`src/rtl/ovl_scan_addr_gen.sv`:
```
module ovl_scan_addr_gen #(
  parameter int AW = 32,
  parameter int PW = 16,
  parameter int CW = 12,
  parameter int BW = 5,
  parameter int MIN_WIDE_PX = 128
) (
  input  logic          clk,
  input  logic          rst_n,
  input  logic          vsync,
  input  logic [AW-1:0] cfg_base,
  input  logic [PW-1:0] cfg_pitch,
  input  logic [1:0]    cfg_fmt,
  input  logic [CW-1:0] cfg_src_x,
  input  logic [CW-1:0] cfg_src_y,
  input  logic [CW-1:0] cfg_win_w,
  input  logic [CW-1:0] cfg_win_h,
  input  logic [CW-1:0] cfg_pos_x,
  input  logic [CW-1:0] cfg_pos_y,
  input  logic [CW-1:0] cfg_fb_width,
  input  logic          req_ready,
  output logic          req_valid,
  output logic [AW-1:0] req_addr,
  output logic [BW-1:0] req_beats,
  output logic [AW-1:0] start_addr,
  output logic [AW-1:0] end_addr,
  output logic [PW-1:0] line_len,
  output logic [PW-1:0] line_skip,
  output logic [CW:0]   br_x,
  output logic [CW:0]   br_y
);
  localparam logic [BW-1:0] BL_NARROW = BW'(4);
  localparam logic [BW-1:0] BL_BYTE   = BW'(8);
  localparam logic [BW-1:0] BL_WIDE   = BW'(16);

  logic [2:0] bpp;
  always_comb begin
    case (cfg_fmt)
      2'd0:    bpp = 3'd1;
      2'd1:    bpp = 3'd2;
      default: bpp = 3'd4;
    endcase
  end

  wire [AW-1:0] n_start = cfg_base + AW'(cfg_src_x) * AW'(bpp) + AW'(cfg_src_y) * AW'(cfg_pitch);
  wire [AW-1:0] n_end   = n_start + AW'(cfg_pitch) * AW'(cfg_win_h);
  wire [PW-1:0] n_len   = PW'(cfg_win_w) * PW'(bpp);
  wire [BW-1:0] n_bl    = (cfg_fb_width < CW'(MIN_WIDE_PX)) ? BL_NARROW :
                          (cfg_fmt == 2'd0) ? BL_BYTE : BL_WIDE;

  logic [PW-1:0] r_pitch, offs;
  logic [BW-1:0] r_bl;
  logic [AW-1:0] line_a;
  logic          active;

  wire [PW-1:0] rem     = line_len - offs;
  wire [PW:0]   rem_up  = {1'b0, rem} + (PW+1)'(3);
  wire [PW-2:0] rem_w   = rem_up[PW:2];
  wire          last    = rem_w <= (PW-1)'(r_bl);
  wire [AW-1:0] next_ln = line_a + AW'(r_pitch);

  assign req_valid = active;
  assign req_addr  = line_a + AW'(offs);
  assign req_beats = last ? BW'(rem_w) : r_bl;

  always_ff @(posedge clk or negedge rst_n) begin
    if (!rst_n) begin
      start_addr <= '0;
      end_addr   <= '0;
      line_len   <= '0;
      line_skip  <= '0;
      br_x       <= '0;
      br_y       <= '0;
      r_pitch    <= '0;
      r_bl       <= '0;
      line_a     <= '0;
      offs       <= '0;
      active     <= 1'b0;
    end else if (vsync) begin
      start_addr <= n_start;
      end_addr   <= n_end;
      line_len   <= n_len;
      line_skip  <= cfg_pitch - n_len;
      br_x       <= {1'b0, cfg_pos_x} + {1'b0, cfg_win_w};
      br_y       <= {1'b0, cfg_pos_y} + {1'b0, cfg_win_h};
      r_pitch    <= cfg_pitch;
      r_bl       <= n_bl;
      line_a     <= n_start;
      offs       <= '0;
      active     <= (n_len != '0) && (cfg_win_h != '0);
    end else if (active && req_ready) begin
      if (last) begin
        offs   <= '0;
        line_a <= next_ln;
        if (next_ln >= end_addr) active <= 1'b0;
      end else begin
        offs <= offs + PW'({req_beats, 2'b00});
      end
    end
  end
endmodule


```
`config.mk`:
```
export PLATFORM = sky130hd
export DESIGN_NAME = ovl_scan_addr_gen
export DESIGN_NICKNAME = d
export VERILOG_FILES = /design/src/rtl/ovl_scan_addr_gen.sv
export SDC_FILE = /design/constraint.sdc
export NUM_CORES = 2
export LEC_CHECK = 0
export BUFFER_PORTS_ARGS = -buffer_cell sky130_fd_sc_hd__buf_2
export CAP_MARGIN = 30
export CORE_MARGIN = 2
export CORE_UTILIZATION = 57
export CTS_BUF_LIST = sky130_fd_sc_hd__clkbuf_8
export CTS_CLUSTER_DIAMETER = 100
export DETAILED_ROUTE_END_ITERATION = 8
export GPL_ROUTABILITY_DRIVEN = 0
export PLACE_DENSITY = 0.81
export SETUP_SLACK_MARGIN = 0.3
export SYNTH_ARGS = -nofsm -noshare
export SYNTH_HDL_FRONTEND = slang
export SYNTH_SLANG_ARGS = --single-unit
```
`constraint.sdc`:
```
create_clock -name clk -period 5.3 [get_ports clk]
set_input_delay 1.06 -clock clk [delete_from_list [all_inputs] [get_ports clk]]
set_output_delay 1.06 -clock clk [all_outputs]
set_load 0.01 [all_outputs]
```
# --- Word level (Yosys, flattened, before mapping) ---
# Index checks and enable logic that the tools add are counted.
word_totals:
  register_bits: 191
  inputBits: 138
  word_cells: 54
classes:
  magnitude_cmp: 3
  muxes: 14
  n_reduce_logical: 10
  n_addsub: 11
  n_mul: 4
  n_eq_ne: 1
ops:
  columns: ["operator", "count"]
  rows:
  - ["2-to-1 mux 32 bit", 3]
  - ["adder 32 x 16 -> 32 bit", 2]
  - ["adder 32 x 28 -> 32 bit", 2]
  - ["2-to-1 mux 16 bit", 3]
  - ["adder 32 x 15 -> 32 bit", 1]
  - ["greater-or-equal comparator 32 bit", 1]
  - ["multiplier 12 x 3 -> 15 bit", 2]
  - ["multiplier 12 x 16 -> 28 bit", 1]
  - ["multiplier 16 x 12 -> 28 bit", 1]
  - ["adder 12 x 12 -> 13 bit", 2]
  - ["adder 16 x 2 -> 17 bit (second input constant)", 1]
  - ["adder 16 x 7 -> 16 bit", 1]
  - ["nonzero test 16 bit", 1]
  - ["subtractor 15 x 16 -> 16 bit", 1]
  - ["subtractor 16 x 15 -> 16 bit", 1]
  - ["less-or-equal comparator 15 x 5 -> 1 bit", 1]
  - ["2-to-1 mux 5 bit", 3]
  - ["less-than comparator 12 x 8 -> 1 bit (second input constant)", 1]
  - ["nonzero test 12 bit", 1]
  - ["one-hot mux 3 bit (2 select lines)", 1]
  - ["nonzero test 2 bit", 3]
  - ["2-to-1 mux 1 bit", 4]
  - ["AND reduction 3 bit", 1]
  - ["== test 2 x 1 -> 1 bit (second input constant)", 1]
  - ["other kinds (3)", 4]

# --- Logic depth before layout (Yosys ltp) ---
depth:
  ltp_word: 8
  depth_mapped: 40
  mapped_depth_nobuf: 38

# --- Least setup slack after synthesis ---
# Ideal clock, no wire load.
synth_timing:
  kind: "in2reg"
  from: "input port cfg_fmt[1]"
  to: "register end_addr[31]"
  cell_stages: 39
  setup_slack_ps: -5130
  arrival_ps: 10293
  t_required_ps: 5163
  n_path_buf: 2
  cell_sequence: "clkbuf_1 -> nor2b_1 -> clkbuf_1 -> and2_1 -> fa_1 -> ha_1 -> inv_1 -> fa_1 -> inv_1 -> fa_1 -> inv_1 -> fa_1 -> inv_1 -> fa_1 -> ha_1 -> or2_2 -> o22a_1 -> a31oi_1 -> [... 3 more ...] -> xnor2_1 -> fa_1 -> inv_1 -> fa_1 -> fa_1 -> fa_1 -> inv_1 -> ha_1 -> a211o_1 -> nor3_1 -> a22o_1 -> o21ai_0 -> a311o_1 -> a41oi_1 -> a21oi_1 -> o21ai_0 -> xnor2_1 -> a21oi_1"
synth_between:
  elab_chain_cells: 6
  elab_cells_between_ends: 7
synth_rtl:
  columns: ["item", "line_no", "text"]
  rows:
  - ["start, declared", "13", "input logic [1:0] cfg_fmt,"]
  - ["== test 2 x 1 -> 1 bit or logical NOT 2 bit (tied branches)", "38", "case (cfg_fmt)"]
  - ["one-hot mux 3 bit (2 select lines) (*)", "38", null]
  - ["multiplier 12 x 3 -> 15 bit (*)", "45", "wire [AW-1:0] n_start = cfg_base + AW'(cfg_src_x) * AW'(bpp) + AW'(cfg_src_y) * AW'(cfg_pitch);"]
  - ["adder 32 x 15 -> 32 bit (*)", "45", null]
  - ["adder 32 x 28 -> 32 bit (*)", "45", null]
  - ["via n_start[15]", "45", null]
  - ["adder 32 x 28 -> 32 bit (*)", "46", "wire [AW-1:0] n_end = n_start + AW'(cfg_pitch) * AW'(cfg_win_h);"]
  - ["end signal, assigned", "81", "end_addr <= n_end;"]
  - ["end, declared", "26", "output logic [AW-1:0] end_addr,"]
# Mark *: on every way through the listed nets, which the timed path passes. The rest lies on a longest branch.
# A chain may end at the register's enable or synchronous reset.

# --- Worst setup path after layout ---
layout_timing:
  from: "input port cfg_pitch[7]"
  to: "register end_addr[30]"
layout_between:
  elab_chain_cells: 3
  elab_cells_between_ends: 4
layout_rtl:
  columns: ["item", "line_no", "text"]
  rows:
  - ["start, declared", "12", "input logic [PW-1:0] cfg_pitch,"]
  - ["multiplier 12 x 16 -> 28 bit", "45", null]
  - ["adder 32 x 28 -> 32 bit", "45", null]
  - ["via n_start[10]", "45", null]
  - ["adder 32 x 28 -> 32 bit", "46", null]
# The timed path passes the listed nets, and every way through them passes these cells.

==> reports/metrics.csv <==
stage,metric,value,unit
worst_setup_path,CP arrival,10120,ps
route,drt drc,0,
synthesis,Synth top cells by count,"623 x inv_1, 390 x nand2_1, 385 x fa_1",
floorplan,Die ar.,52200,µm²
synthesis,leading area contributor after synthesis,fa_1,
floorplan,Core ar.,50000,µm²
finish,P&R area growth vs syn,28.7,%
route,1st-iter DRT viols,2173,
route,post-DR wirelength/cell,19.8,µm
sta,hold slack,485,ps
sta,Worst Skew,19.9,ps
floorplan,site row count,82,
route,Pre-antenna DRT Iters,6,
worst_setup_path,"Max FO, Critical Path",11,
sta,fin. max-slew vios,0,
route,via density per instance,5.66,
finish,Final nets,4697,
placement,PortBufs,289,
floorplan,Initial Util,57.4,%
placement,hpwl dp,66200,µm
placement,placed inst area,33800,µm²
status,status,finished with violations,
floorplan,Ports,298,
synthesis,Synth Instances,3239,
synthesis,#FFs+latches synth,187,
finish,fillers,3281,
worst_setup_path,Crit. End Element,flop,
sta,endpoints failing hold,0,
sta,Max transition margin,22.1,%
hold_path,Cells on Worst Hold Path,1,
sta,fmax,0.103,GHz
synthesis,Yosys warnings,0,
finish,fin cells,4555,
sta,setup ws final,-4440,ps
sta,RSZ-0062 raised after global routing,true,
sta,Final Cycle Share,184,%
worst_setup_path,cell mode on critical path,fa_1,
synthesis,ys async rst share,100,%
synthesis,post-synthesis sequential area ratio,16.3,%
floorplan,die width,228,µm
synthesis,Post-synth top flop,dfrtp_1,
status,failing checks,setup timing,
cts,number of H-tree levels,4,
route,Post-DRT Antenna Nets,0,
route,via count,25774,
hold_path,Min-Delay Path Class,reg -> reg,
synthesis,Syn Std Cell Area,28700,µm²
cts,worst skew pair latency,520,ps
cts,cts bufs inserted,17,
cts,CTS Root Cell,clkbuf_8,
sta,Worst Tran Pin Value,1160,ps
cts,clk slew on worst S/H paths,120,ps
global_routing,global-route wire length before repair,136000,µm
worst_setup_path,Worst R2R Path Depth,29,
synthesis,largest cells by area after synthesis,"fa_1 27%, dfrtp_1 16%, ha_1 13%, inv_1 8.1%, nand2_1 5.1%",
cts,CTS Buffer Depth,2,
cts,TritonCTS sink count,187,
finish,final instance area,36900,µm²
worst_setup_path,CP max stage cell,fa_1,
worst_setup_path,critical path startpoint category,input pin,
global_routing,antenna violations before repair,5,
global_routing,largest net degree at the start of global routing,101,
synthesis,"EDFF count, synth",0,
synthesis,Synth cell types,78,
synthesis,top cell type's share of synthesized area,26.9,%
worst_setup_path,Worst EP required,5680,ps
run,Max Cap Viol,0,
finish,"Core Util, Final",73.9,%
finish,share of cells above drive strength 1,30.3,%
worst_setup_path,reg2reg setup slack,-300,ps
route,Final Routed Wirelength,90300,µm
global_routing,Overflow after GRT,0,
sta,count of final setup violators,85,
synthesis,most common cell in the netlist,inv_1,
synthesis,Syn Area/Cell,8.86,µm²
worst_setup_path,CP peak stage delay,550,ps
floorplan,Die Ht,228,µm
global_routing,vias in the first global route,26570,
global_routing,Tot GR Track Use,33.1,%
sta,post-route minimum period,9740,ps
worst_setup_path,Setup CP Type,in -> reg,
placement,Inst Count DP,4447,
cts,CTS tree,built,
==> per-stage QoR <==
step / setup WS [ps] / TNS, ps
after floorplan: -4440 / -137900
after global placement: -4850 / -194320
after detailed placement: -5120 / -206020
after CTS: -4260 / -139680
after global routing: -4680 / -166670
final: -4440 / -150410
==> critical path, delay by kind of cell <==
kind	cells	cell delay (ps)
fa+ha+maj	12	5470
compound gates	10	2040
buf+inv	8	690
simple gates	4	450
xor+xnor	2	330
mux	1	90
==> state kept, by name (all words and copies together) (netlist names) <==
| signal | cells |
|---|---|
| line_len | 15 |
| start_addr | 32 |
| offs | 14 |
| req_valid | 1 |
| r_pitch | 16 |
| line_skip | 16 |
| line_a | 32 |
| br_y | 13 |
| end_addr | 32 |
| br_x | 13 |
| r_bl | 3 |
==> per-layer routing <==
metal  vias to the layer above  GRT usage (%)  part of all wire [%]  routed length (µm)
met4                         8           16.2                   6.1                5490
met5                         -              0                 0.062                  56
li1                      11467              -                     -                   -
met1                     12765           42.8                    38               34400
met3                       317           4.87                   8.0                7250
met2                      1217           54.9                    48               43100
==> cell type report <==
type	count	area (µm²)	share of cell area (%)
repair buffers	734	5340	14.5
clock buffers	19	262	0.708
clock inverters	13	141	0.383
inverters	623	2340	6.33
diodes	2	5.00	0.0136
flip-flops and latches	187	4680	12.7
well taps	672	841	2.28
multi-input cells	2305	23300	63.2
==> worst paths after layout <==
kind / start / to
worst max-delay path: cfg_pitch[7] / end_addr[30]
worst min-delay path: start_addr[31] / start_addr[31]
worst max register to register: offs[2] / offs[15]
worst min register to register: start_addr[31] / start_addr[31]
max in group asynchronous: rst_n / start_addr[25]
min in group asynchronous: rst_n / line_a[3]
==> placed cells by master (no fill, tap or decap), types with 9 or more instances in the layout <==
cell type	count
nor2b_1	15
nor3_1	32
xnor2_2	23
fa_1	374
buf_6	62
dfrtp_1	186
a21oi_2	42
inv_2	29
nor2_2	12
ha_1	258
and3_1	11
o21a_1	21
and2_1	172
clkbuf_8	20
and2_4	19
fa_2	11
nand2b_1	26
o21ai_0	89
inv_1	593
nor2_1	95
o21ai_2	33
nand3_1	17
mux2i_1	27
xor2_1	37
buf_4	384
buf_12	12
buf_2	267
ha_4	43
mux2_2	53
a21o_1	59
nand2_1	377
xnor2_1	98
nand4_1	11
a21boi_0	11
nand2_4	9
o21ai_1	45
o21bai_1	12
a21oi_1	69
==> timing repair <==
item,4_1_cts,5_1_grt
setup buffers,22,48
gates resized for setup,213,254
gates cloned,3,1
hold buffers,0,0
setup endpoints to repair,119,121
pin swaps,107,133
==> logic make-up (layout without fill, tap and decap cells) <==
family	after synthesis	count (layout)	synth area share, %
buffers and inverters	749	1389	9.91
other	2	5	0.0262
adders and majority gates	691	691	40.2
and+or+nand+nor	875	876	14.8
muxes	82	82	3.14
DFF	187	187	16.3
AOI/OAI and AO/OA	482	482	10.4
xor gates and xnor gates	171	171	5.22
Power is not shown: default switching activity piles up to over one toggle a cycle in this logic, so the estimate is an artifact.
